==> src/rtl/scl_div_pkg.sv <==
package scl_div_pkg;

    localparam int THP_W   = 8;
    localparam int NDIV_W  = 3;
    localparam int MDIV_W  = 4;
    localparam int CTL_W   = NDIV_W + MDIV_W;
    localparam int PHASES  = 10;
    localparam int PH_W    = $clog2(PHASES);
    localparam int PCNT_W  = (1 << NDIV_W) - 1;

    localparam logic [THP_W-1:0]  THP_MIN  = 8'd5;
    localparam logic [THP_W-1:0]  THP_RST  = 8'h18;
    localparam logic [MDIV_W-1:0] MDIV_RST = 4'd2;
    localparam logic [NDIV_W-1:0] NDIV_RST = 3'd0;

    typedef struct packed {
        logic [MDIV_W-1:0] mdiv;
        logic [NDIV_W-1:0] ndiv;
    } post_cfg_t;

    function automatic logic [THP_W-1:0] thp_floor(input logic [THP_W-1:0] v);
        return (v < THP_MIN) ? THP_MIN : v;
    endfunction

    function automatic post_cfg_t ctl_unpack(input logic [CTL_W-1:0] c);
        post_cfg_t r;
        r.mdiv = c[CTL_W-1:NDIV_W];
        r.ndiv = c[NDIV_W-1:0];
        return r;
    endfunction

    function automatic logic [PCNT_W-1:0] pow2_last(input logic [NDIV_W-1:0] n);
        logic [PCNT_W:0] w;
        w = ({{PCNT_W{1'b0}}, 1'b1} << n) - 1'b1;
        return w[PCNT_W-1:0];
    endfunction

endpackage

==> src/rtl/scl_osc_stage.sv <==
module scl_osc_stage
    import scl_div_pkg::*;
#(
    parameter int W = THP_W
) (
    input  logic         clk,
    input  logic         rst,
    input  logic         en,
    input  logic [W-1:0] thp_i,
    output logic         osc_end_o
);

    logic [W-1:0] hcnt;
    logic [W-1:0] act_thp;
    logic         hsel;
    logic         half_done;

    assign half_done = (hcnt == act_thp);
    assign osc_end_o = en && hsel && half_done;

    always_ff @(posedge clk) begin
        if (rst) begin
            hcnt    <= '0;
            hsel    <= 1'b0;
            act_thp <= W'(THP_RST);
        end else if (!en) begin
            hcnt    <= '0;
            hsel    <= 1'b0;
            act_thp <= W'(thp_floor(THP_W'(thp_i)));
        end else if (half_done) begin
            hcnt <= '0;
            hsel <= ~hsel;
            if (hsel) begin
                act_thp <= W'(thp_floor(THP_W'(thp_i)));
            end
        end else begin
            hcnt <= hcnt + 1'b1;
        end
    end

    property p_thp_floor;
        @(posedge clk) disable iff (rst) act_thp >= W'(THP_MIN);
    endproperty
    AST_THP_FLOOR: assert property (p_thp_floor);

    property p_thp_hold;
        @(posedge clk) disable iff (rst) (en && !osc_end_o) |=> $stable(act_thp);
    endproperty
    AST_THP_HOLD: assert property (p_thp_hold);

endmodule

==> src/rtl/scl_post_div.sv <==
module scl_post_div
    import scl_div_pkg::*;
(
    input  logic      clk,
    input  logic      rst,
    input  logic      en,
    input  logic      osc_end_i,
    input  post_cfg_t cfg_i,
    output logic      ph_end_o
);

    logic [PCNT_W-1:0] pcnt;
    logic [MDIV_W-1:0] mcnt;
    post_cfg_t         act;
    logic              pre_last;
    logic              mul_last;

    assign pre_last = (pcnt == pow2_last(act.ndiv));
    assign mul_last = (mcnt == act.mdiv);
    assign ph_end_o = osc_end_i && pre_last && mul_last;

    always_ff @(posedge clk) begin
        if (rst) begin
            pcnt     <= '0;
            mcnt     <= '0;
            act.mdiv <= MDIV_RST;
            act.ndiv <= NDIV_RST;
        end else if (!en) begin
            pcnt <= '0;
            mcnt <= '0;
            act  <= cfg_i;
        end else if (osc_end_i) begin
            if (pre_last) begin
                pcnt <= '0;
                if (mul_last) begin
                    mcnt <= '0;
                    act  <= cfg_i;
                end else begin
                    mcnt <= mcnt + 1'b1;
                end
            end else begin
                pcnt <= pcnt + 1'b1;
            end
        end
    end

    property p_cfg_hold;
        @(posedge clk) disable iff (rst) (en && !ph_end_o) |=> $stable(act);
    endproperty
    AST_CFG_HOLD: assert property (p_cfg_hold);

endmodule

==> src/rtl/scl_phase_seq.sv <==
module scl_phase_seq
    import scl_div_pkg::*;
#(
    parameter int N  = PHASES,
    parameter int PW = PH_W
) (
    input  logic          clk,
    input  logic          rst,
    input  logic          en,
    input  logic          ph_end_i,
    output logic          scl_o,
    output logic          tick_o,
    output logic [PW-1:0] ph_o
);

    localparam logic [PW-1:0] LAST = PW'(N - 1);
    localparam logic [PW-1:0] HALF = PW'(N / 2);

    logic [PW-1:0] ph;
    logic          tick_q;

    always_ff @(posedge clk) begin
        if (rst || !en) begin
            ph     <= '0;
            tick_q <= 1'b0;
        end else begin
            tick_q <= ph_end_i;
            if (ph_end_i) begin
                ph <= (ph == LAST) ? '0 : ph + 1'b1;
            end
        end
    end

    assign scl_o  = (ph < HALF);
    assign tick_o = tick_q;
    assign ph_o   = ph;

    property p_phase_range;
        @(posedge clk) disable iff (rst) ph <= LAST;
    endproperty
    AST_PHASE_RANGE: assert property (p_phase_range);

    property p_phase_step;
        @(posedge clk) disable iff (rst)
            tick_q |-> (ph == (($past(ph) == LAST) ? '0 : $past(ph) + 1'b1));
    endproperty
    AST_PHASE_STEP: assert property (p_phase_step);

    property p_tick_single;
        @(posedge clk) disable iff (rst) tick_q |=> !tick_q;
    endproperty
    AST_TICK_SINGLE: assert property (p_tick_single);

endmodule

==> src/rtl/scl_clk_div.sv <==
module scl_clk_div
    import scl_div_pkg::*;
(
    input  logic              clk,
    input  logic              rst,
    input  logic              en_i,
    input  logic [THP_W-1:0]  thp_i,
    input  logic [CTL_W-1:0]  ctl_i,
    output logic              scl_o,
    output logic              phase_tick_o,
    output logic [PH_W-1:0]   phase_idx_o
);

    logic      osc_end;
    logic      ph_end;
    post_cfg_t post_cfg;

    assign post_cfg = ctl_unpack(ctl_i);

    scl_osc_stage #(.W(THP_W)) u_osc (
        .clk       (clk),
        .rst       (rst),
        .en        (en_i),
        .thp_i     (thp_i),
        .osc_end_o (osc_end)
    );

    scl_post_div u_post (
        .clk       (clk),
        .rst       (rst),
        .en        (en_i),
        .osc_end_i (osc_end),
        .cfg_i     (post_cfg),
        .ph_end_o  (ph_end)
    );

    scl_phase_seq #(.N(PHASES), .PW(PH_W)) u_seq (
        .clk      (clk),
        .rst      (rst),
        .en       (en_i),
        .ph_end_i (ph_end),
        .scl_o    (scl_o),
        .tick_o   (phase_tick_o),
        .ph_o     (phase_idx_o)
    );

    property p_disabled_idle;
        @(posedge clk) disable iff (rst)
            !en_i |=> (scl_o && !phase_tick_o && (phase_idx_o == '0));
    endproperty
    AST_DISABLED_IDLE: assert property (p_disabled_idle);

endmodule

==> config.mk <==
export PLATFORM = sky130hd
export DESIGN_NAME = scl_clk_div
export DESIGN_NICKNAME = d
export VERILOG_FILES = /design/src/rtl/scl_div_pkg.sv /design/src/rtl/scl_osc_stage.sv /design/src/rtl/scl_post_div.sv /design/src/rtl/scl_phase_seq.sv /design/src/rtl/scl_clk_div.sv
export SDC_FILE = /design/constraint.sdc
export NUM_CORES = 1
export LEC_CHECK = 0
export BUFFER_PORTS_ARGS = -buffer_cell sky130_fd_sc_hd__buf_2
export CELL_PAD_IN_SITES_DETAIL_PLACEMENT = 1
export CELL_PAD_IN_SITES_GLOBAL_PLACEMENT = 1
export CORE_MARGIN = 8
export CORE_UTILIZATION = 40
export CTS_CLUSTER_SIZE = 14
export DETAILED_ROUTE_END_ITERATION = 6
export PLACE_DENSITY = 0.85
export SLEW_MARGIN = 20
export SYNTH_ARGS = -nofsm -noshare
export SYNTH_HDL_FRONTEND = slang
export SYNTH_SLANG_ARGS = --single-unit
==> constraint.sdc <==
create_clock -name clk -period 2.76 [get_ports clk]
set_input_delay 0.276 -clock clk [delete_from_list [all_inputs] [get_ports clk]]
set_output_delay 0.276 -clock clk [all_outputs]
set_load 0.01 [all_outputs]
==> results.md, run 1 <==
- Status: completed
- Worst rel slew slack: 61.6%
- Area Growth Syn to Fin: 16.2%
- Avg Cell Area, Syn: between 9 and 10 µm²
- R2R cell count: 11
- Cells after Synth: 238
- Commonest non-fill, non-tap cell in the layout: dfxtp_1
- Via-to-Cell Ratio: between 5 and 6
- Largest stage delay on the critical path: 0.38 ns
- Commonest non-fill, non-tap cells in the layout: dfxtp_1 (40), nor2_1 (28), buf_2 (24), nand2_1 (23), xnor2_1 (14)
- Comb pwr share: 12.3%
- Switching pwr: around 0.3 mW
- Hold Crit Class: input pin to flop
- Clk_skew: ~0.011 ns
- Synth unique cells: between 50 and 60
- Setup TNS Final: 0 ns
- Die height: slightly below 90 µm
- Critical path type: flop to flop
- Fin cells: between 300 and 400
- Largest net degree at the start of global routing: 19
- DR vias: 1,824
- Initial DRC Count: 80
- Most used DFF post-synth: dfxtp_1
- TritonRoute pass-1 iters: 4
- Switch share: between 20 and 25%
- H-Tree Depth: 2
- Max Clk Rate: approximately 380 MHz
- CP max stage cell: o31a_1
- First-pass GRT wire length: ~8800 µm
- Layout cells sized above 1: a little over a fifth
- Area occupied by registers: 801 µm²
- Routed WL: about 5400 µm
- Total power: roughly 1.3 mW
- Total core area: about 0.0052 mm²
- Placed inst area: 0.00236 mm²
- Async SR Flop Fraction: 0%
- Worst Path Required: around 3.0 ns
- Maximum buffer depth of the clock tree: 2
- Final HPWL DP: just under 4000 µm
- Period utilization: 94.8%
- Pins Over Slew Limit: 0
- TritonCTS buffer count: 5
- Crit path time final: 2.62 ns
- WL/cell: 15.8 µm
- Seq cells post-synth: 40
- Final-stage net count: 290
- CP dominant cell by count: buf_4
- Input/output buffers: 23
- Placed cells: 330
- Mapped Area: 0.00216 mm²
- Worst-Margin Slew: ~0.57 ns
- Power Dens Cells: slightly above 500 mW/mm²
- Hold Crit Depth: 3
- CTS root buf: clkbuf_8
- CP endpoint kind: flop
- Final setup viols: 0
- Post-synth EDFFs: 0
- P_int: ~0.96 mW
- Vias in the first global route: approximately 1,900
- Io pins: 24
- Critical path launch point type: flop
- Die W: roughly 89 µm
- Gr ovfl total: 0
- Row Count: 26
- Register area share after synthesis: 37.1%
- Syn Nets: 260
- Antenna violation net count after detailed routing: 0
- Ys Warns: 0
- Clock share of power: between 30% and 40%
- Critical Path AT: ~2.8 ns
- Worst-Skew Late Latency: about 0.30 ns
- Leakage: roughly 0.99 nW
- CP Cell Sequence: buf_4, nor2_1, nand2_1, ha_2, nor2b_1, a2bb2oi_2, o32ai_2, o31a_1, a31oi_2, buf_4, mux2i_1
- Peak VDD IR: around 0.25 mV
- Flop pwr share: a little under half
- Final instance area: between 0.002 and 0.003 mm²
- Sink Count: 40
- Fill count: slightly above 600
- Die ar.: ~0.0080 mm²
- Cts hold-fix bufs: 0
- Initial antenna violation count: 0
- DRC errors left: 0
- Multi-input gate area: around 0.0013 mm²
- Clk pin slew, worst setup/hold paths: approximately 0.08 ns
- CTS tree: done
- Post-CTS Setup Inserts: 0
- Total track usage: between 10 and 15%
- GPL Wtd Cong: approximately 0.8
- Max Cap Viol: 0
- Initial core utilization: between 40% and 50%
- CTS resizes: 0
- N_diodes: 0
- Crit path max fanout: 9
- Final Hold Vio Count: 0
==> state kept, by name, summed over array words and instances, names as in the netlist <==
signal / count
u_osc.act_thp: 8
u_osc.hcnt: 8
u_post.act: 7
u_post.pcnt: 7
u_post.mcnt: 4
u_seq.ph_o: 4
u_osc.hsel: 1
u_seq.tick_o: 1
==> stage by stage <==
step	hold WS (ns)	utilization (%)	setup slack (ns)
3_3_place_gp	0.456	45.6	0.206
4_1_cts	0.195	47.9	0.0343
3_5_place_dp	0.468	45.6	0.0485
2_1_floorplan	0.401	-	0.0386
5_1_grt	0.214	48.5	-0.0286
6_report	0.201	48.5	0.144
==> path summary, 6_finish.rpt <==
path | start | end | slack, ns
setup reg to reg | u_post.act[2] | u_post.act[0] | 0.14
hold reg to reg | u_post.act[6] | u_post.act[6] | 0.48
setup / recovery | u_post.act[2] | u_post.act[0] | 0.14
hold / removal | thp_i[3] | u_osc.act_thp[3] | 0.20
==> cell type report <==
| class | count | area share (%) |
|---|---|---|
| inverters | 6 | 0.899 |
| well taps | 70 | 3.49 |
| repair buffers | 31 | 6.89 |
| clock inverters | 2 | 1.55 |
| flip-flops and latches | 40 | 32.0 |
| clock buffers | 6 | 3.30 |
| multi-input cells | 184 | 51.9 |
==> cells in the mapped netlist, types with 4 or more instances <==
cell type | number | area [µm²]
nand4_1 | 7 | 43.8
xnor2_2 | 4 | 65.1
xor2_1 | 12 | 105
nor2_1 | 28 | 105
nand2_1 | 23 | 86.3
dfxtp_1 | 40 | 801
inv_1 | 4 | 15.0
xnor2_1 | 14 | 123
nand3_1 | 10 | 50.1
mux2i_1 | 13 | 130
ha_1 | 4 | 50.1
a21oi_1 | 9 | 45.0
nor3_1 | 4 | 20.0
and3_1 | 4 | 25.0
==> worst max-delay path, delay by kind of cell (launching register included) <==
family / cells / cell delay, ns
mux: 1 / 0.21
fa+ha+maj: 1 / 0.25
flops: 1 / 0.37
simple gates: 3 / 0.34
buf+inv: 2 / 0.41
compound gates: 4 / 0.98
==> power by group through the flow <==
stage / registers (mW) / logic (mW) / clock network [mW]
floorplan: 0.616 / 0.108 / 0
global placement: 0.618 / 0.140 / 0
detailed placement: 0.619 / 0.146 / 0
CTS: 0.605 / 0.147 / 0.520
global route: 0.607 / 0.172 / 0.541
finish: 0.605 / 0.156 / 0.503
==> cell families after synthesis <==
family | count (synthesis) | share of synthesized area (%)
AO/OA/AOI/OAI | 34 | 11.5
XOR/XNOR | 30 | 13.6
adder cells (fa/ha/maj) | 4 | 2.32
buffers and inverters | 14 | 3.60
flip-flops | 40 | 37.1
multiplexers | 13 | 6.03
AND/OR/NAND/NOR | 103 | 25.9
==> routing by layer <==
metal	track usage [%]	wire length, µm	vias up
met5	0	0	-
met4	6.80	136	0
met3	3.13	220	13
met2	23.7	2580	37
met1	16.7	2440	871
li1	-	-	903
No activity file was read; power rests on OpenSTA's default activity.
==> inputs of run 2 (changes only) <==
CELL_PAD_IN_SITES_DETAIL_PLACEMENT = unset   (was 1)
CELL_PAD_IN_SITES_GLOBAL_PLACEMENT = unset   (was 1)
CORE_ASPECT_RATIO = 2   (was unset)
CORE_UTILIZATION = 50   (was 40)
PLACE_DENSITY = 0.82   (was 0.85)
==> run 2 against run 1 <==
Wire length is 16% lower. Non-clock buffer count increased by 1. Maximum frequency grew 3.1%. Die area down 15%. Largest power group unchanged. Core utilization is 10 points higher. Global-route usage decreased by 0.36 points. Via count is 1.2% lower. Critical path depth fell by 2. Clock skew decreased by 0.0017 ns. Final cell count down 4.7%. Largest cell class unchanged. Sequential cell count unchanged.
==> results.md, run 2 (synthesized netlist as in run 1, its figures left out) <==
- Fill count: around 370
- DR vias: approximately 1,800
- CTS tree: done
- Flop pwr share: between 40 and 50%
- Worst Path Required: slightly below 3 ns
- Input/output buffers: 23
- N_diodes: 0
- Critical Path AT: around 2.8 ns
- WP buf/inv: 1
- Status: completed
- Gr ovfl total: 0
- FF-to-FF setup slack: ~0.22 ns
- Largest net degree at the start of global routing: 18
- Io pins: 24
- Worst-Margin Slew: 0.762 ns
- Clock share of power: between 40 and 50%
- Leakage: 0.996 nW
- Layout cells sized above 1: between 15 and 20%
- Via-to-Cell Ratio: between 5 and 6
- Sink Count: 40
- RSZ-0062 raised after global routing: false
- Pins Over Slew Limit: 0
- Total power: ~1.3 mW
- Peak VDD IR: ~0.48 mV
- Routed WL: about 4500 µm
- Final Hold Vio Count: 0
- CP Cell Sequence: or3_1, ha_1, nor2b_1, a2bb2oi_1, o32ai_1, buf_4, o311ai_2, or4_1, a21oi_1
- GPL Wtd Cong: 0.886
- Maximum buffer depth of the clock tree: 2
- Reg2reg end: u_seq.ph_o[1]
- Area Growth Syn to Fin: 15.4%
- DRC errors left: 0
- Area occupied by registers: between 800 and 900 µm²
- Setup TNS Final: 0 ns
- Largest stage delay on the critical path: ~0.51 ns
- Worst rel slew slack: a little under 50%
- WL/cell: roughly 14 µm
- Crit path time final: approximately 2.5 ns
- CP Depth: 9
- Vias in the first global route: approximately 1,900
- Final setup viols: 0
- Top Registers: u_osc.act_thp (8), u_osc.hcnt (8)
- Critical path type: flop to flop
- Max Clk Rate: 394 MHz
- HP Start: thp_i[3]
- RR Startpoint: u_post.act[0]
- TritonCTS buffer count: 5
- Worst-Skew Late Latency: 0.28 ns
- CP max stage cell: or4_1
- Crit path max fanout: 8
- Critical path launch point type: flop
- Die ar.: between 0.006 and 0.007 mm²
- Switch share: 21.7%
- Cts hold-fix bufs: 0
- Total track usage: between 10% and 20%
- Final-stage net count: between 200 and 300
- Total core area: roughly 0.0043 mm²
- Period utilization: between 90% and 100%
- Power Dens Cells: ~520 mW/mm²
- CP endpoint: u_seq.ph_o[1]
- Initial antenna violation count: 0
- CP startpoint: u_post.act[0]
- CTS root buf: clkbuf_8
- CP endpoint kind: flop
- Comb pwr share: 11.4%
- Commonest non-fill, non-tap cell in the layout: dfxtp_1
- Clk_skew: between 0.009 and 0.01 ns
- H-Tree Depth: 2
- Die height: between 100 and 150 µm
- Row Count: 34
- First-pass GRT wire length: between 7000 and 8000 µm
- Hold Crit Class: input pin to flop
- Final HPWL DP: 3490 µm
- TritonRoute pass-1 iters: 4
- Die W: about 62 µm
- Max Cap Viol: 0
- Antenna violation net count after detailed routing: 0
- Commonest non-fill, non-tap cells in the layout: dfxtp_1 (40), nor2_1 (28), nand2_1 (23), buf_2 (23), xnor2_1 (14)
- R2R cell count: 9
- P_int: about 1 mW
- Initial core utilization: approximately half
- Delay-heaviest family, CP: simple AND/OR/NAND/NOR gates
- Initial DRC Count: 73
- Multi-input gate area: between 0.001 and 0.0015 mm²
- Clk pin slew, worst setup/hold paths: about 0.08 ns
- Switching pwr: ~0.28 mW
[run 2: worst min path at each step]
stage / to / slack [ns] / depth (start not counted)
floorplan: u_osc.act_thp[3] / 0.40 / 2
global placement: u_osc.act_thp[2] / 0.45 / 2
detailed placement: u_osc.act_thp[2] / 0.46 / 2
CTS: u_osc.act_thp[3] / 0.22 / 3
global route: u_post.act[5] / 0.24 / 3
finish: u_osc.act_thp[3] / 0.22 / 3
[run 2: power groups by stage]
stage          registers [mW]  logic (mW)  clock network [mW]
6_report                0.605       0.148               0.547
5_1_grt                 0.607       0.163               0.575
4_1_cts                 0.606       0.146               0.550
3_5_place_dp            0.619       0.145                   0
3_3_place_gp            0.618       0.139                   0
2_1_floorplan           0.616       0.108                   0
[run 2: cell type report]
type | instances | area share (%)
sequential | 40 | 32.2
tap | 54 | 2.71
clock buffer | 5 | 2.76
inverter | 6 | 0.905
clock inverter | 2 | 2.41
multi-input combinational | 184 | 51.7
timing repair buffer | 32 | 7.34
[run 2: stage by stage]
stage | instances | hold slack (ns) | utilization (%) | worst slack, ns | cell area (µm²)
after detailed placement | 316 | 0.463 | 55.3 | 0.209 | 2350
final | 323 | 0.217 | 58.5 | 0.224 | 2490
after global routing | 323 | 0.236 | 58.5 | 0.0402 | 2490
after CTS | 323 | 0.221 | 58.3 | 0.198 | 2480
after floorplan | 238 | 0.401 | - | 0.0386 | 2160
after global placement | 316 | 0.455 | 55.3 | 0.322 | 2350
[run 2: layer usage]
metal  GRT usage [%]  vias to the layer above  wire, µm
met5               0                        -         0
met4            4.43                        0        40
met3            2.88                        5       174
met2            24.9                       50      2350
met1            15.8                      840      1960
li1                -                      907         -
[run 2: timing repair]
action | 4_1_cts | 5_1_grt
setup endpoints to repair | 0 | 1
gates resized for setup | 0 | 1
setup buffers | 0 | 0
endpoints found under the hold margin | 0 | 0
[run 2: tightest hold or removal path, delay by kind of cell]
| family | cells | cell delay, ns |
|---|---|---|
| multiplexers | 1 | 0.06 |
| buffers and inverters | 1 | 0.09 |
| AND/OR/NAND/NOR | 1 | 0.05 |
==> inputs of run 3 (changes only) <==
CORE_ASPECT_RATIO = 0.5   (was 2)
==> run 3 against run 2 <==
Hold slack got worse by 0.0074 ns. First-iteration DRC count rose by 95%. Critical path depth fell by 1. Final cell count did not move. Worst setup slack got worse by 0.0021 ns. Combinational power fell by 3%. Non-clock buffer count fell by 3. Critical path type unchanged. Largest power group unchanged.
==> results.md, run 3 (synthesized netlist as in run 1, its figures left out) <==
- TritonCTS buffer count: 5
- Largest stage delay on the critical path: roughly 0.54 ns
- Area Growth Syn to Fin: 12.5%
- Total core area: roughly 0.0043 mm²
- Initial antenna violation count: 0
- Placed inst area: between 0.002 and 0.0025 mm²
- Die height: between 60 and 70 µm
- Hold Crit Class: input pin to flop
- Area occupied by registers: ~800 µm²
- TritonRoute pass-1 iters: 4
- Sink Count: 40
- Final setup viols: 0
- Pins Over Slew Limit: 0
- Fin util: between 50% and 60%
- Largest net degree at the start of global routing: 19
- Top Registers: u_osc.act_thp (8), u_osc.hcnt (8)
- Gr ovfl total: 0
- Worst-Skew Late Latency: about 0.3 ns
- Row Count: 17
- GPL Wtd Cong: ~0.89
- Max Cap Viol: 0
- RSZ-0062 raised after global routing: false
- WP buf/inv: 0
- Fill count: about 380
- Io pins: 24
- Delay-heaviest family, CP: simple AND/OR/NAND/NOR gates
- Final instance area: between 0.002 and 0.0025 mm²
- Worst-Margin Slew: 0.805 ns
- Clk_skew: slightly below 0.008 ns
- CP Cell Sequence: or3_1, ha_1, nor2b_1, a2bb2oi_1, o32ai_2, o311ai_2, or4_1, a21oi_1
- Critical Path AT: approximately 2.8 ns
- Max Clk Rate: slightly below 400 MHz
- Commonest non-fill, non-tap cells in the layout: dfxtp_1 (40), nor2_1 (28), nand2_1 (23), buf_2 (23), xnor2_1 (14)
- CTS tree: done
- Power Dens Cells: 463 mW/mm²
- Peak VDD IR: ~0.31 mV
- Antenna violation net count after detailed routing: 0
- First-pass GRT wire length: around 7900 µm
- Layout cells sized above 1: 18.8%
- Worst rel slew slack: between 40% and 50%
- Leakage: 0.960 nW
- Status: completed
- Vias in the first global route: 1,555
- Final Hold Vio Count: 0
- Final-stage net count: approximately 290
- Crit path max fanout: 8
- N_diodes: 0
- Worst Path Required: about 3 ns
- Routed WL: about 4800 µm
- WL/cell: between 10 and 15 µm
- Maximum buffer depth of the clock tree: 2
- Input/output buffers: 23
- DR vias: ~1,800
- Placed cells: 316
- Via-to-Cell Ratio: 5.46
- CTS root buf: clkbuf_8
- Critical path type: flop to flop
- Fin cells: between 300 and 400
- Initial DRC Count: 142
- Die ar.: a little under 0.007 mm²
- Critical path launch point type: flop
- Multi-input gate area: ~0.0013 mm²
- CP max stage cell: or4_1
- Total track usage: about 15%
- Final HPWL DP: around 3700 µm
- Clk pin slew, worst setup/hold paths: 0.08 ns
- Crit path time final: 2.54 ns
- Commonest non-fill, non-tap cell in the layout: dfxtp_1
- Die W: approximately 110 µm
- Setup TNS Final: 0 ns
- H-Tree Depth: 2
- CP endpoint kind: flop
- Period utilization: about nine tenths
- Initial core utilization: about half
- DRC errors left: 0
-- run 3: report_power, final --
group	internal (mW)	total (mW)	switching (mW)	leakage, nW
sequential	0.592	0.607	0.0149	0.326
clock	0.172	0.372	0.200	0.0410
combinational	0.0670	0.144	0.0772	0.594
-- run 3: worst paths after layout --
path,endpoint,from,cells after the start,slack [ns]
setup / recovery,u_seq.ph_o[1],u_post.act[1],8,0.22
hold / removal,u_post.act[0],ctl_i[0],3,0.21
setup reg to reg,u_seq.ph_o[1],u_post.act[1],8,0.22
hold reg to reg,u_post.act[5],u_post.act[5],2,0.47
-- run 3: area by class of cell --
class                      instances  area share (%)
multi-input combinational        184            53.4
sequential                        40            33.0
timing repair buffer              29            6.60
clock buffer                       6            2.99
tap                               57            2.94
inverter                           6           0.928
clock inverter                     1           0.206
-- run 3: what timing repair did --
item	in CTS	in global routing
buffers inserted	0	0
setup endpoints to repair	0	4
hold buffers	0	0
endpoints found under the hold margin	0	0
resized for setup	0	2
-- run 3: tightest hold or removal path, stage by stage --
cell and delay, ns:
buf_2 0.10, nand2_1 0.04, mux2i_1 0.05
-- run 3: metrics by stage --
step / total power [mW] / hold WS, ns / setup slack (ns)
2_1_floorplan: 0.724 / 0.401 / 0.0386
3_3_place_gp: 0.757 / 0.460 / 0.194
3_5_place_dp: 0.760 / 0.467 / 0.0734
4_1_cts: 1.13 / 0.206 / 0.0495
5_1_grt: 1.17 / 0.218 / 0.0777
6_report: 1.12 / 0.209 / 0.222
-- run 3: layer usage --
layer	GRT usage, %	part of all wire, %
met1	22.6	53
met2	17.6	38
met5	0	0
met3	4.53	8.7
met4	5.25	0.85
